### src/rtl/tlb_pkg.sv
package tlb_pkg;

    typedef struct packed {
        logic r;
        logic w;
        logic x;
        logic u;
    } perm_t;

    localparam int PERM_W = $bits(perm_t);

endpackage

### src/rtl/tlb_cam.sv
module tlb_cam #(
    parameter int N      = 8,
    parameter int VPN_W  = 27,
    parameter int ASID_W = 16
) (
    input  logic [N-1:0]             vld,
    input  logic [N-1:0][VPN_W-1:0]  tag_vpn,
    input  logic [N-1:0][ASID_W-1:0] tag_asid,
    input  logic [VPN_W-1:0]         key_vpn,
    input  logic [ASID_W-1:0]        key_asid,
    output logic [N-1:0]             match
);
    for (genvar i = 0; i < N; i++) begin : g_cmp
        assign match[i] = vld[i] && (tag_vpn[i] == key_vpn) && (tag_asid[i] == key_asid);
    end
endmodule

### src/rtl/tlb_victim.sv
module tlb_victim #(
    parameter int N     = 8,
    parameter int IDX_W = $clog2(N)
) (
    input  logic [N-1:0]     vld,
    input  logic [N-1:0]     dup,
    input  logic [IDX_W-1:0] rr_ptr,
    output logic [IDX_W-1:0] slot,
    output logic             use_rr
);
    logic             dup_found;
    logic [IDX_W-1:0] dup_idx;
    logic             free_found;
    logic [IDX_W-1:0] free_idx;

    always_comb begin
        dup_found  = 1'b0;
        dup_idx    = '0;
        free_found = 1'b0;
        free_idx   = '0;
        for (int i = N - 1; i >= 0; i--) begin
            if (dup[i]) begin
                dup_found = 1'b1;
                dup_idx   = IDX_W'(i);
            end
            if (!vld[i]) begin
                free_found = 1'b1;
                free_idx   = IDX_W'(i);
            end
        end
        use_rr = 1'b0;
        if (dup_found)       slot = dup_idx;
        else if (free_found) slot = free_idx;
        else begin
            slot   = rr_ptr;
            use_rr = 1'b1;
        end
    end
endmodule

### src/rtl/asid_tlb.sv
module asid_tlb
    import tlb_pkg::*;
#(
    parameter int ENTRIES        = 8,
    parameter int VPN_W          = 27,
    parameter int PPN_W          = 24,
    parameter int ASID_W         = 8,
    parameter int SATP_ASID_BITS = 16
) (
    input  logic                      clk,
    input  logic                      rst_n,
    input  logic [SATP_ASID_BITS-1:0] satp_asid_field,
    input  logic                      refill_valid,
    input  logic [VPN_W-1:0]          refill_vpn,
    input  logic [PPN_W-1:0]          refill_ppn,
    input  logic [PERM_W-1:0]         refill_perm,
    input  logic                      lookup_valid,
    input  logic [VPN_W-1:0]          lookup_vpn,
    output logic                      lookup_hit,
    output logic [PPN_W-1:0]          lookup_ppn,
    output logic [PERM_W-1:0]         lookup_perm,
    input  logic                      sfence_valid,
    input  logic                      sfence_rs1_valid,
    input  logic                      sfence_rs2_valid,
    input  logic [VPN_W-1:0]          sfence_rs1_val,
    input  logic [SATP_ASID_BITS-1:0] sfence_rs2_val,
    output logic                      walk_flush
);
    localparam int IDX_W = $clog2(ENTRIES);

    typedef struct packed {
        logic [ENTRIES-1:0]             vld;
        logic [ENTRIES-1:0][VPN_W-1:0]  vpn;
        logic [ENTRIES-1:0][ASID_W-1:0] asid;
        logic [ENTRIES-1:0][PPN_W-1:0]  ppn;
        perm_t [ENTRIES-1:0]            perm;
        logic [IDX_W-1:0]               rr;
        logic [ASID_W-1:0]              cur;
    } state_t;

    state_t st_d, st_q;

    logic [ASID_W-1:0]  cur_asid;
    logic [ENTRIES-1:0] hit_vec;
    logic [ENTRIES-1:0] dup_vec;
    logic [IDX_W-1:0]   slot;
    logic               use_rr;

    assign cur_asid = satp_asid_field[ASID_W-1:0];

    logic unused_sfence_args;
    assign unused_sfence_args = ^{sfence_rs1_valid, sfence_rs2_valid, sfence_rs1_val,
                                  sfence_rs2_val, satp_asid_field};

    tlb_cam #(.N(ENTRIES), .VPN_W(VPN_W), .ASID_W(ASID_W)) u_lookup_cam (
        .vld(st_q.vld), .tag_vpn(st_q.vpn), .tag_asid(st_q.asid),
        .key_vpn(lookup_vpn), .key_asid(cur_asid), .match(hit_vec)
    );

    tlb_cam #(.N(ENTRIES), .VPN_W(VPN_W), .ASID_W(ASID_W)) u_refill_cam (
        .vld(st_q.vld), .tag_vpn(st_q.vpn), .tag_asid(st_q.asid),
        .key_vpn(refill_vpn), .key_asid(cur_asid), .match(dup_vec)
    );

    tlb_victim #(.N(ENTRIES), .IDX_W(IDX_W)) u_victim (
        .vld(st_q.vld), .dup(dup_vec), .rr_ptr(st_q.rr), .slot(slot), .use_rr(use_rr)
    );

    always_comb begin
        st_d     = st_q;
        st_d.cur = cur_asid;
        if (sfence_valid) begin
            st_d.vld = '0;
        end else if (refill_valid) begin
            st_d.vld[slot]  = 1'b1;
            st_d.vpn[slot]  = refill_vpn;
            st_d.asid[slot] = cur_asid;
            st_d.ppn[slot]  = refill_ppn;
            st_d.perm[slot] = perm_t'(refill_perm);
            if (use_rr) begin
                st_d.rr = (st_q.rr == IDX_W'(ENTRIES - 1)) ? '0 : st_q.rr + 1'b1;
            end
        end
    end

    always_comb begin
        lookup_hit  = lookup_valid && (|hit_vec);
        lookup_ppn  = '0;
        lookup_perm = '0;
        for (int i = 0; i < ENTRIES; i++) begin
            if (lookup_valid && hit_vec[i]) begin
                lookup_ppn  = lookup_ppn | st_q.ppn[i];
                lookup_perm = lookup_perm | st_q.perm[i];
            end
        end
    end

    assign walk_flush = (cur_asid != st_q.cur);

    always_ff @(posedge clk or negedge rst_n) begin
        if (!rst_n) st_q <= '0;
        else        st_q <= st_d;
    end


    single_hit_chk: assert property (@(posedge clk) disable iff (!rst_n)
        $onehot0(hit_vec));


    hit_needs_req_chk: assert property (@(posedge clk) disable iff (!rst_n)
        lookup_hit |-> lookup_valid);


    refill_visible_chk: assert property (@(posedge clk) disable iff (!rst_n)
        ($past(rst_n) && $past(refill_valid && !sfence_valid) && lookup_valid
         && lookup_vpn == $past(refill_vpn) && $stable(cur_asid)) |-> lookup_hit);


    sfence_clears_chk: assert property (@(posedge clk) disable iff (!rst_n)
        sfence_valid |=> !lookup_hit);


    flush_on_change_chk: assert property (@(posedge clk) disable iff (!rst_n)
        ($past(rst_n) && $stable(cur_asid)) |-> !walk_flush);


    entries_kept_chk: assert property (@(posedge clk) disable iff (!rst_n)
        !sfence_valid |=> $countones(st_q.vld) >= $past($countones(st_q.vld)));
endmodule

### config.mk
export PLATFORM = sky130hd
export DESIGN_NAME = asid_tlb
export DESIGN_NICKNAME = d
export VERILOG_FILES = /design/src/rtl/tlb_pkg.sv /design/src/rtl/tlb_cam.sv /design/src/rtl/tlb_victim.sv /design/src/rtl/asid_tlb.sv
export SDC_FILE = /design/constraint.sdc
export NUM_CORES = 1
export LEC_CHECK = 0
export BUFFER_PORTS_ARGS = -buffer_cell sky130_fd_sc_hd__buf_2
export CELL_PAD_IN_SITES_DETAIL_PLACEMENT = 0
export CELL_PAD_IN_SITES_GLOBAL_PLACEMENT = 1
export CORE_ASPECT_RATIO = 0.9
export CORE_MARGIN = 2
export CORE_UTILIZATION = 45
export DETAILED_ROUTE_END_ITERATION = 8
export MAX_ROUTING_LAYER = met4
export PLACE_DENSITY = 0.84
export SKIP_LAST_GASP = 1
export SYNTH_ARGS = -nofsm -noshare
export SYNTH_HDL_FRONTEND = slang
export SYNTH_HIERARCHICAL = 1
export SYNTH_SLANG_ARGS = --single-unit
### constraint.sdc
create_clock -name clk -period 3.34 [get_ports clk]
set_clock_uncertainty 0.05 [all_clocks]
set_input_delay 0.167 -clock clk [delete_from_list [all_inputs] [get_ports clk]]
set_output_delay 0.167 -clock clk [all_outputs]
set_load 0.01 [all_outputs]
==> results of run 1 <==
==> repair_timing <==
item / 4_1_cts / 5_1_grt
hold endpoints to repair: 365 / 0
buffers inserted: 59 / 18
resized for setup: 202 / 110
hold buffers: 62 / 0
setup endpoints to repair: 524 / 540
pin swaps: 16 / 15
gates cloned: 43 / 5
==> cells by family (layout without fill, tap and decap cells) <==
| group | after synthesis | count (layout) | share of synthesized area |
|---|---|---|---|
| muxes | 506 | 506 | 0.220 |
| DFF | 523 | 523 | 0.468 |
| and+or+nand+nor | 227 | 229 | 0.0503 |
| other | 0 | 4 | 0 |
| adders and majority gates | 2 | 2 | 0.000894 |
| buffers and inverters | 174 | 746 | 0.0398 |
| AOI/OAI and AO/OA | 171 | 171 | 0.0463 |
| xor gates and xnor gates | 560 | 560 | 0.175 |
==> worst max-delay path, stage by stage (launching register included) <==
cell	delay (ps)
sky130_fd_sc_hd__dfrtp_1	400
sky130_fd_sc_hd__buf_6	130
sky130_fd_sc_hd__xor2_2	140
sky130_fd_sc_hd__nor4_2	330
sky130_fd_sc_hd__buf_4	180
sky130_fd_sc_hd__nand4_1	180
sky130_fd_sc_hd__nor4_2	350
sky130_fd_sc_hd__inv_1	110
sky130_fd_sc_hd__a21oi_2	160
sky130_fd_sc_hd__o31a_1	200
sky130_fd_sc_hd__o22ai_2	100
sky130_fd_sc_hd__nor3b_2	240
sky130_fd_sc_hd__and3_4	250
sky130_fd_sc_hd__buf_12	130
sky130_fd_sc_hd__buf_12	130
sky130_fd_sc_hd__buf_12	120
sky130_fd_sc_hd__buf_8	130
sky130_fd_sc_hd__mux2_4	300
==> layer usage <==
layer | share of wire | up-vias | wire length (um) | GRT usage
met4 | 0.052 | 0 | 5340 | 0.153
met2 | 0.45 | 1320 | 46400 | 0.486
met3 | 0.10 | 355 | 10500 | 0.0837
li1 | - | 8802 | - | -
met5 | 0 | - | 0 | -
met1 | 0.39 | 11200 | 40200 | 0.405
==> power groups by stage <==
| stage | Combinational, mW | Clock, mW | Sequential (mW) |
|---|---|---|---|
| 3_3_place_gp | 3.03 | 0 | 7.93 |
| 5_1_grt | 3.78 | 6.89 | 8.06 |
| 2_1_floorplan | 1.98 | 0 | 7.87 |
| 4_1_cts | 3.41 | 6.60 | 7.91 |
| 6_report | 3.58 | 6.62 | 7.98 |
| 3_5_place_dp | 3.14 | 0 | 8.01 |
==> layout by cell type (no fill, tap or decap), drive strengths merged, types with 6 or more instances in the layout <==
master	Yosys	layout
mux2	506	506
dlygate4sd3	0	62
a22oi	112	112
xor2	460	460
xnor2	100	100
buf	131	558
clkbuf	26	84
inv	17	19
clkinv	0	15
o21ai	7	7
dfrtp	523	523
a41oi	28	28
nand3	17	17
nor4	132	132
nand4	47	47
nor2	6	6
nand2	10	11
==> final cells by class <==
| type | count | share of cell area |
|---|---|---|
| flip-flops and latches | 523 | 0.351 |
| inverters | 17 | 0.00171 |
| clock inverters | 23 | 0.00798 |
| repair buffers | 627 | 0.172 |
| diodes | 4 | 0.000268 |
| well taps | 792 | 0.0266 |
| clock buffers | 79 | 0.0439 |
| multi-input cells | 1468 | 0.397 |
==> per-stage QoR <==
step / setup TNS, ps / utilization / instances / hold slack (ps) / cell area, um2
after CTS: -29730 / 0.604 / 3526 / 0.602 / 37000
after detailed placement: -154530 / 0.518 / 3263 / 239 / 31800
after floorplan: 0 / - / 2163 / -179 / 28000
after global placement: -147760 / 0.518 / 3263 / 231 / 31800
after global routing: -193390 / 0.608 / 3533 / 8.34 / 37300
final: -121710 / 0.608 / 3533 / 9.74 / 37300
==> final timing paths <==
kind | from | to | slack (ps) | cells past startpoint
setup / recovery | flip-flop | flip-flop | -390 | 17
hold / removal | refill_vpn[26] | flip-flop | 10 | 3
setup reg to reg | flip-flop | flip-flop | -390 | 17
hold reg to reg | flip-flop | flip-flop | 440 | 1
max in group asynchronous | rst_n | asynchronous set/reset pin | 2080 | 3
min in group asynchronous | rst_n | asynchronous set/reset pin | 130 | 2
==> metrics.log, run 1 <==
INFO  metric outcome = finished with violations
INFO  metric violations_in_the_final_reports = negative setup slack
INFO  metric grt_antenna_before_repair = 4
INFO  metric synth_largest_area_cell = sky130_fd_sc_hd__dfrtp_1
INFO  metric endpoint_kind = flip-flop
INFO  metric clk_pin_slew = roughly 60 ps
INFO  metric ff_latch_area = 0.0131 mm2
INFO  metric cts_root_buf = sky130_fd_sc_hd__clkbuf_16
INFO  metric place_ws = -425 ps
INFO  metric power.static_leakage = 17.7 nW
INFO  metric synthesis.instances = between 2000 and 2500
INFO  metric grt_pass1_vias = ~23000
INFO  metric grt_overflow = 0
INFO  metric setup_slack = -394 ps
INFO  metric place.detailed.hpwl = roughly 60 mm
INFO  metric wire_length_of_the_first_global_routing_pass = roughly 150 mm
INFO  metric p_seq_frac = 0.439
INFO  metric design.die.area = between 0.06 and 0.07 mm2
INFO  metric globalplace.congestion = around 0.94
INFO  metric clock_tree_from_tritoncts = done
INFO  metric die_y = between 200 and 250 um
INFO  metric portBuffers = approximately 120
INFO  metric synthDominantCellAreaShare = 0.468
INFO  metric final.period_utilization = 1.12
INFO  metric yosysSeqAreaShare = 0.468
INFO  metric edff_count_synth = 0
INFO  metric mappedNetlistArea = approximately 0.028 mm2
INFO  metric power_report.internal_total = between 10 and 15 mW
INFO  metric clkSinkCount = about 520
INFO  metric final-hold-violation-count = 0
INFO  metric route.detailed.drc = 0
INFO  metric drv.max_cap_violation_count = 0
INFO  metric report.power.total = between 15 and 20 mW
INFO  metric floorplan.initialDensity = 0.456
INFO  metric multi_input_comb_area = ~0.015 mm2
INFO  metric element_type_at_the_critical_path_start = flip-flop
INFO  metric combPwrFrac = 0.197
INFO  metric number_of_failing_setup_endpoints_in_the_final_timing_report = approximately 540
INFO  metric total_switching_power = around 5.2 mW
INFO  metric finalWirelength = a little over 100 mm
INFO  metric fill_cells = approximately 4400
INFO  metric avgSynthCellArea = between 10 and 15 um2
INFO  metric final-max-slew-violation-count = 0
INFO  metric clk_path_buf_depth = 3
INFO  metric tritoncts.num_buffers = 56
INFO  metric most_frequently_used_cell_type_in_the_post_synthesis_netlist = sky130_fd_sc_hd__dfrtp_1
INFO  metric switching_share = 0.288
INFO  metric vias = approximately 22000
INFO  metric synth_warnings = 6
INFO  metric ys_top_cells_by_area = sky130_fd_sc_hd__dfrtp_1 47%, sky130_fd_sc_hd__xor2_1 14%, sky130_fd_sc_hd__mux2_2 13%
INFO  metric register_bit_count_reported_by_yosys = between 500 and 600
INFO  metric core.rowCount = between 80 and 90
INFO  metric power-per-cell-area = between 400 and 500 mW/mm2
INFO  metric routed_wire_length_per_instance = slightly below 30 um
INFO  metric worst-setup-path-type = flip-flop to flip-flop
INFO  metric synth_top_flop_cell = sky130_fd_sc_hd__dfrtp_1
INFO  metric clockPowerShare = 0.364
INFO  metric number_of_vias_per_cell_after_detailed_routing = approximately 6.1
INFO  metric timing.hold.worst.class = input pin to flip-flop
INFO  metric ys_async_sr_fraction = 1.00
INFO  metric clock_latency_at_the_later_pin_of_the_worst_skew_pair = 660 ps
INFO  metric area_growth_syn_to_layout = 33.4%
INFO  metric groute.usage.overall = 0.322
INFO  metric ir_drop = slightly above 0.4 mV
INFO  metric net_count_after_synthesis = approximately 2300
INFO  metric detail_route.iter0.violations = between 2000 and 2500
INFO  metric timing_worst_slew_pin_value = roughly 860 ps
INFO  metric layout-drive-gt1-share = 0.446
INFO  metric coreArea = 0.0613 mm2
INFO  metric synth.distinct_cells = 45
INFO  metric first_pass_iters = 6
INFO  metric critPathArrivalTime = roughly 4200 ps
INFO  metric period_needed = roughly 3700 ps
INFO  metric synth_cell_count_leaders = 523 x sky130_fd_sc_hd__dfrtp_1, 460 x sky130_fd_sc_hd__xor2_1, 329 x sky130_fd_sc_hd__mux2_2
INFO  metric die_width = about 270 um
INFO  metric io_pins = around 180
INFO  metric cts_htree_levels = 2
INFO  metric nNetsFinal = between 2000 and 3000
INFO  metric postRouteAntennaNets = 0
INFO  metric setup_repair_after_global_routing_missed_its_margin = true
INFO  metric clock.fmax = between 200 and 300 MHz
INFO  metric timing.critical_path.required = between 3000 and 4000 ps
INFO  metric maxSlewHeadroom = 0.427
INFO  metric pin_count_of_the_biggest_net_entering_global_routing = 97
INFO  metric worst-path-max-fanout = 5
(Power assumes the default switching activity.)
==> run 2, diff against run 1 <==
Settings changed: REMOVE_ABC_BUFFERS set to 1.
==> run 2 against run 1 <==
The run still ends with negative setup slack left. Combinational power grew 12%. Global-route usage decreased by 0.54 points. Register-to-register slack lost 80 ps. Clock-buffer cell count decreased by 4. Die area did not move. Critical path type unchanged.
==> metrics.log, run 2 (same netlist as run 1, synthesis figures left out) <==
INFO  metric clk_pin_slew = 60 ps
INFO  metric place_ws = -512 ps
INFO  metric report.power.total = between 15 and 20 mW
INFO  metric timing.hold.worst.class = input pin to flip-flop
INFO  metric wire_length_of_the_first_global_routing_pass = ~150 mm
INFO  metric final.period_utilization = 1.14
INFO  metric cts_htree_levels = 2
INFO  metric tritoncts.num_buffers = 56
INFO  metric outcome = finished with violations
INFO  metric place.detailed.hpwl = ~61 mm
INFO  metric clk_path_buf_depth = 3
INFO  metric detail_route.iter0.violations = ~2500
INFO  metric power-per-cell-area = between 400 and 500 mW/mm2
INFO  metric design.die.area = between 0.06 and 0.07 mm2
INFO  metric final-max-slew-violation-count = 0
INFO  metric grt_overflow = 0
INFO  metric ir_drop = ~0.42 mV
INFO  metric postRouteAntennaNets = 0
INFO  metric maxSlewHeadroom = 0.213
INFO  metric endpoint_kind = flip-flop
INFO  metric ff_latch_area = ~0.013 mm2
INFO  metric route.detailed.drc = 0
INFO  metric grt_antenna_before_repair = 1
INFO  metric critPathArrivalTime = roughly 4200 ps
INFO  metric element_type_at_the_critical_path_start = flip-flop
INFO  metric first_pass_iters = 5
INFO  metric timing.critical_path.required = roughly 3800 ps
INFO  metric clock_latency_at_the_later_pin_of_the_worst_skew_pair = slightly below 700 ps
INFO  metric worst-path-max-fanout = 8
INFO  metric area_growth_syn_to_layout = 39.6%
INFO  metric vias = ~23000
INFO  metric layout-drive-gt1-share = 0.496
INFO  metric clock_tree_from_tritoncts = done
INFO  metric grt_pass1_vias = between 20000 and 25000
INFO  metric die_width = 267 um
INFO  metric clock.fmax = between 200 and 300 MHz
INFO  metric timing_worst_slew_pin_value = between 1000 and 1500 ps
INFO  metric worst-setup-path-type = flip-flop to flip-flop
INFO  metric core.rowCount = 86
INFO  metric final_cell_mix = 523 x sky130_fd_sc_hd__dfrtp_1, 449 x sky130_fd_sc_hd__xor2_1, 361 x sky130_fd_sc_hd__buf_4, 295 x sky130_fd_sc_hd__mux2_4, 200 x sky130_fd_sc_hd__mux2_2
INFO  metric fill_cells = between 4000 and 5000
INFO  metric portBuffers = between 100 and 150
INFO  metric layout.cells.most_common = sky130_fd_sc_hd__dfrtp_1
INFO  metric nNetsFinal = just under 3000
INFO  metric final-hold-violation-count = 0
INFO  metric power.static_leakage = between 15 and 20 nW
INFO  metric number_of_vias_per_cell_after_detailed_routing = 6.22
INFO  metric period_needed = 3820 ps
INFO  metric routed_wire_length_per_instance = between 30 and 40 um
INFO  metric antenna_diode_instance_count = 0
INFO  metric setup_repair_after_global_routing_missed_its_margin = true
INFO  metric clkSinkCount = approximately 520
INFO  metric setup_slack = -475 ps
INFO  metric violations_in_the_final_reports = negative setup slack
INFO  metric coreArea = 0.0613 mm2
INFO  metric pin_count_of_the_biggest_net_entering_global_routing = between 100 and 150
INFO  metric number_of_failing_setup_endpoints_in_the_final_timing_report = between 500 and 600
INFO  metric multi_input_comb_area = ~0.016 mm2
INFO  metric cts_root_buf = sky130_fd_sc_hd__clkbuf_16
INFO  metric io_pins = 178
INFO  metric floorplan.initialDensity = 0.456
INFO  metric globalplace.congestion = slightly below 1
INFO  metric groute.usage.overall = 0.317
INFO  metric drv.max_cap_violation_count = 0
INFO  metric die_y = between 200 and 250 um
INFO  metric finalWirelength = between 100 and 150 mm
==> run 2: changes by cell type in the layout (fill, tap and decap cells not counted), moves of 7 or more <==
cell | previous run | this run
sky130_fd_sc_hd__a41oi_2 | 4 | 26
sky130_fd_sc_hd__a22oi_1 | 110 | 76
sky130_fd_sc_hd__mux2_4 | 253 | 295
sky130_fd_sc_hd__buf_6 | 24 | 42
sky130_fd_sc_hd__nor4_2 | 26 | 39
sky130_fd_sc_hd__mux2_2 | 239 | 200
sky130_fd_sc_hd__buf_12 | 81 | 68
sky130_fd_sc_hd__a22oi_2 | 2 | 36
sky130_fd_sc_hd__xor2_1 | 456 | 449
sky130_fd_sc_hd__nor4_1 | 96 | 78
sky130_fd_sc_hd__a41oi_1 | 24 | 2
sky130_fd_sc_hd__buf_4 | 294 | 361
sky130_fd_sc_hd__clkbuf_16 | 61 | 82
==> run 2: worst max-delay path, cell delays in order, from the launching register on <==
cell,delay (ps)
sky130_fd_sc_hd__dfrtp_1,400
sky130_fd_sc_hd__xor2_1,170
sky130_fd_sc_hd__nor4_1,450
sky130_fd_sc_hd__nand3_1,260
sky130_fd_sc_hd__nor4_1,330
sky130_fd_sc_hd__buf_4,200
sky130_fd_sc_hd__nor2_1,70
sky130_fd_sc_hd__buf_4,140
sky130_fd_sc_hd__nand4_1,150
sky130_fd_sc_hd__o22ai_2,130
sky130_fd_sc_hd__nor3b_2,270
sky130_fd_sc_hd__buf_4,170
sky130_fd_sc_hd__buf_12,150
sky130_fd_sc_hd__nand2_8,170
sky130_fd_sc_hd__buf_16,220
sky130_fd_sc_hd__mux2_2,270
==> run 2: final timing paths <==
check,cells past startpoint,endpoint,startpoint,slack (ps)
max,15,flip-flop,flip-flop,-480
min,2,flip-flop,refill_vpn[0],20
max reg2reg,15,flip-flop,flip-flop,-480
min reg2reg,1,flip-flop,flip-flop,460
max in group asynchronous,3,asynchronous set/reset pin,rst_n,2060
min in group asynchronous,2,asynchronous set/reset pin,rst_n,90
==> run 2: what timing repair did <==
action | CTS | global route
cloned | 28 | 35
pin swaps | 52 | 68
setup endpoints to repair | 540 | 541
gates resized for setup | 177 | 292
hold buffers | 58 | 0
setup buffers | 36 | 36
endpoints found under the hold margin | 336 | 0
==> run 2: cell type report <==
class	count	area share
inverters	17	0.00163
flip-flops and latches	523	0.335
clock buffers	75	0.0405
repair buffers	715	0.187
multi-input cells	1468	0.398
well taps	792	0.0254
clock inverters	31	0.0119
==> run 2: through the flow <==
step / instances / setup TNS, ps / cell area [um2] / util / hold WS (ps)
final: 3621 / -173390 / 39000 / 0.637 / 16.0
after global routing: 3621 / -157670 / 39000 / 0.637 / 10.5
after CTS: 3570 / -72710 / 37100 / 0.605 / -11.9
after detailed placement: 3344 / -199880 / 32400 / 0.528 / 211
after global placement: 3344 / -162480 / 32400 / 0.528 / 202
after floorplan: 2006 / -328080 / 26900 / - / -179
==> run 2: metal layers <==
layer  routed length (um)  part of all wire  global-route usage  up-vias
met2                49000              0.44               0.483     1442
met3                11700              0.11              0.0759      442
met4                 6730             0.061               0.131        0
met5                    0                 0                   -        -
met1                43100              0.39               0.406    11600
li1                     -                 -                   -     8978
==> run 2: power breakdown <==
part           internal (mW)  total, mW  switching [mW]  leakage, nW
clock network           4.05       6.93            2.88         1.01
registers               7.20       7.96           0.758         6.93
logic                   2.12       4.02            1.90         10.5
total                   13.4       18.9            5.53         18.4
==> run 3, diff against run 2 <==
Settings changed: PLACE_DENSITY 0.84 to 0.81.
Clock period 3.34 ns to 4.4 ns, I/O delays scaled along.
==> run 3 against run 2 <==
The run now ends clean. Critical path depth decreased by 4. Highest routed layer unchanged. Sequential power decreased by 24%. Hold slack improved by 16 ps. Via count decreased by 18%. Flip-flop and latch count unchanged. First-iteration DRC count decreased by 36%. Utilization decreased by 12 points. Combinational power decreased by 48%. Wire length decreased by 27%. Clock power decreased by 27%.
==> metrics.log, run 3 (same netlist as run 1, synthesis figures left out) <==
INFO  metric outcome = finished clean
INFO  metric timing_worst_slew_pin_value = ~920 ps
INFO  metric power-per-cell-area = just over 400 mW/mm2
INFO  metric layout.cells.most_common = sky130_fd_sc_hd__dfrtp_1
INFO  metric fill_cells = a little over 5000
INFO  metric final-max-slew-violation-count = 0
INFO  metric finish.utilization = 0.521
INFO  metric pin_count_of_the_biggest_net_entering_global_routing = 113
INFO  metric floorplan.initialDensity = 0.456
INFO  metric clkSinkCount = around 520
INFO  metric final_cell_mix = 523 x sky130_fd_sc_hd__dfrtp_1, 460 x sky130_fd_sc_hd__xor2_1, 329 x sky130_fd_sc_hd__mux2_2, 123 x sky130_fd_sc_hd__nor4_1, 123 x sky130_fd_sc_hd__buf_2
INFO  metric critPathArrivalTime = 3900 ps
INFO  metric grt_overflow = 0
INFO  metric route.detailed.drc = 0
INFO  metric io_pins = ~180
INFO  metric placement.cell_area = 0.0297 mm2
INFO  metric groute.usage.overall = 0.258
INFO  metric postLayoutCellArea = 0.0320 mm2
INFO  metric busiest_layer = met2
INFO  metric vias = around 19000
INFO  metric die_width = between 200 and 300 um
INFO  metric design.die.area = roughly 0.064 mm2
INFO  metric grt_pass1_vias = ~19000
INFO  metric final_cell_count_no_fill = between 3000 and 4000
INFO  metric timing.hold.worst.class = input pin to flip-flop
INFO  metric endpoint_kind = output port
INFO  metric grt_antenna_before_repair = 1
INFO  metric core.rowCount = 86
INFO  metric place.detailed.hpwl = a little over 50 mm
INFO  metric routed_wire_length_per_instance = 25.6 um
INFO  metric finalWirelength = 80.4 mm
INFO  metric grt_use_met3 = 0.0486
INFO  metric setup_repair_after_global_routing_missed_its_margin = false
INFO  metric final-hold-violation-count = 0
INFO  metric number_of_failing_setup_endpoints_in_the_final_timing_report = 0
INFO  metric final.period_utilization = 0.947
INFO  metric post_cts_resize_count = 0
INFO  metric met1_grt_util = 0.343
INFO  metric coreArea = just over 0.06 mm2
INFO  metric whs = 32.3 ps
INFO  metric globalplace.congestion = approximately 0.87
INFO  metric power.static_leakage = about 15 nW
INFO  metric clock_latency_at_the_later_pin_of_the_worst_skew_pair = 650 ps
INFO  metric worst-setup-path-type = input pin to output port
INFO  metric cts_htree_levels = 2
INFO  metric timing.critical_path.required = around 4100 ps
INFO  metric cts_root_buf = sky130_fd_sc_hd__clkbuf_16
INFO  metric portBuffers = roughly 120
INFO  metric period_needed = around 4200 ps
INFO  metric post-place-cells = between 3000 and 4000
INFO  metric tritoncts.num_buffers = 56
INFO  metric drv.max_cap_violation_count = 0
INFO  metric postRouteAntennaNets = 0
INFO  metric clock_tree_from_tritoncts = done
INFO  metric clock.fmax = roughly 240 MHz
INFO  metric number_of_vias_per_cell_after_detailed_routing = around 5.9
INFO  metric clk_pin_slew = 60 ps
INFO  metric clk_path_buf_depth = 3
INFO  metric worst-path-max-fanout = 29
INFO  metric grtUsageMet2 = 0.402
INFO  metric ir_drop = 0.320 mV
INFO  metric detail_route.iter0.violations = about 1600
INFO  metric element_type_at_the_critical_path_start = input pin
INFO  metric die_y = roughly 240 um
INFO  metric layout-drive-gt1-share = 0.327
INFO  metric wire_length_of_the_first_global_routing_pass = roughly 120 mm
INFO  metric first_pass_iters = 5
INFO  metric nNetsFinal = 2461
INFO  metric maxSlewHeadroom = 0.386
INFO  metric area_growth_syn_to_layout = 14.3%
-- run 3: what timing repair did --
item	CTS	global route
endpoints found under the hold margin	332	0
buffers inserted	0	0
hold buffers	35	0
-- run 3: worst max-delay path, cell delays in order --
cell and delay [ps]:
sky130_fd_sc_hd__dlygate4sd3_1 520, sky130_fd_sc_hd__buf_2 480, sky130_fd_sc_hd__buf_12 230, sky130_fd_sc_hd__xor2_1 80
sky130_fd_sc_hd__nor4_1 630, sky130_fd_sc_hd__nand4_1 190, sky130_fd_sc_hd__nor4_2 230, sky130_fd_sc_hd__buf_4 520
sky130_fd_sc_hd__a22oi_1 140, sky130_fd_sc_hd__a41oi_1 390, sky130_fd_sc_hd__buf_2 210
-- run 3: worst paths after layout --
path                               startpoint                         end  slack (ps)  cells past startpoint
hold / removal                   refill_valid                     st_q[8]          30                      3
setup reg to reg                    flip-flop                   flip-flop         520                     11
setup / recovery           satp_asid_field[5]               lookup_ppn[2]         230                     11
hold reg to reg                     flip-flop                   flip-flop         440                      1
min in group asynchronous               rst_n  asynchronous set/reset pin         190                      2
max in group asynchronous               rst_n  asynchronous set/reset pin        2900                      3
-- run 3: layout make-up --
type,instances,area [um2],share of cell area
Antenna cell,2,5.00,0.000157
Clock buffer,77,1590,0.0497
Clock inverter,20,353,0.0110
Inverter,17,63.8,0.00200
Multi-Input combinational cell,1466,13900,0.433
Sequential cell,523,13100,0.409
Tap cell,792,991,0.0310
Timing Repair Buffer,247,2030,0.0635
-- run 3: layer usage --
metal  share of wire  up-vias
li1                -     8020
met1            0.44     9729
met2            0.46      635
met3           0.068      162
met4           0.031        0
met5               0        -
-- run 3: power breakdown --
part           internal, mW  switching (mW)  leakage (nW)
sequential             5.47           0.567          6.93
clock                  2.99            2.05         0.948
combinational          1.11            1.01          7.09
-- run 3: through the flow --
step	setup TNS (ps)	setup slack, ps	total power, mW
finish	0	231	13.2
global route	0	71.4	13.7
CTS	0	216	13.2
detailed placement	0	296	8.16
global placement	0	330	8.01
floorplan	-52970	-525	7.34
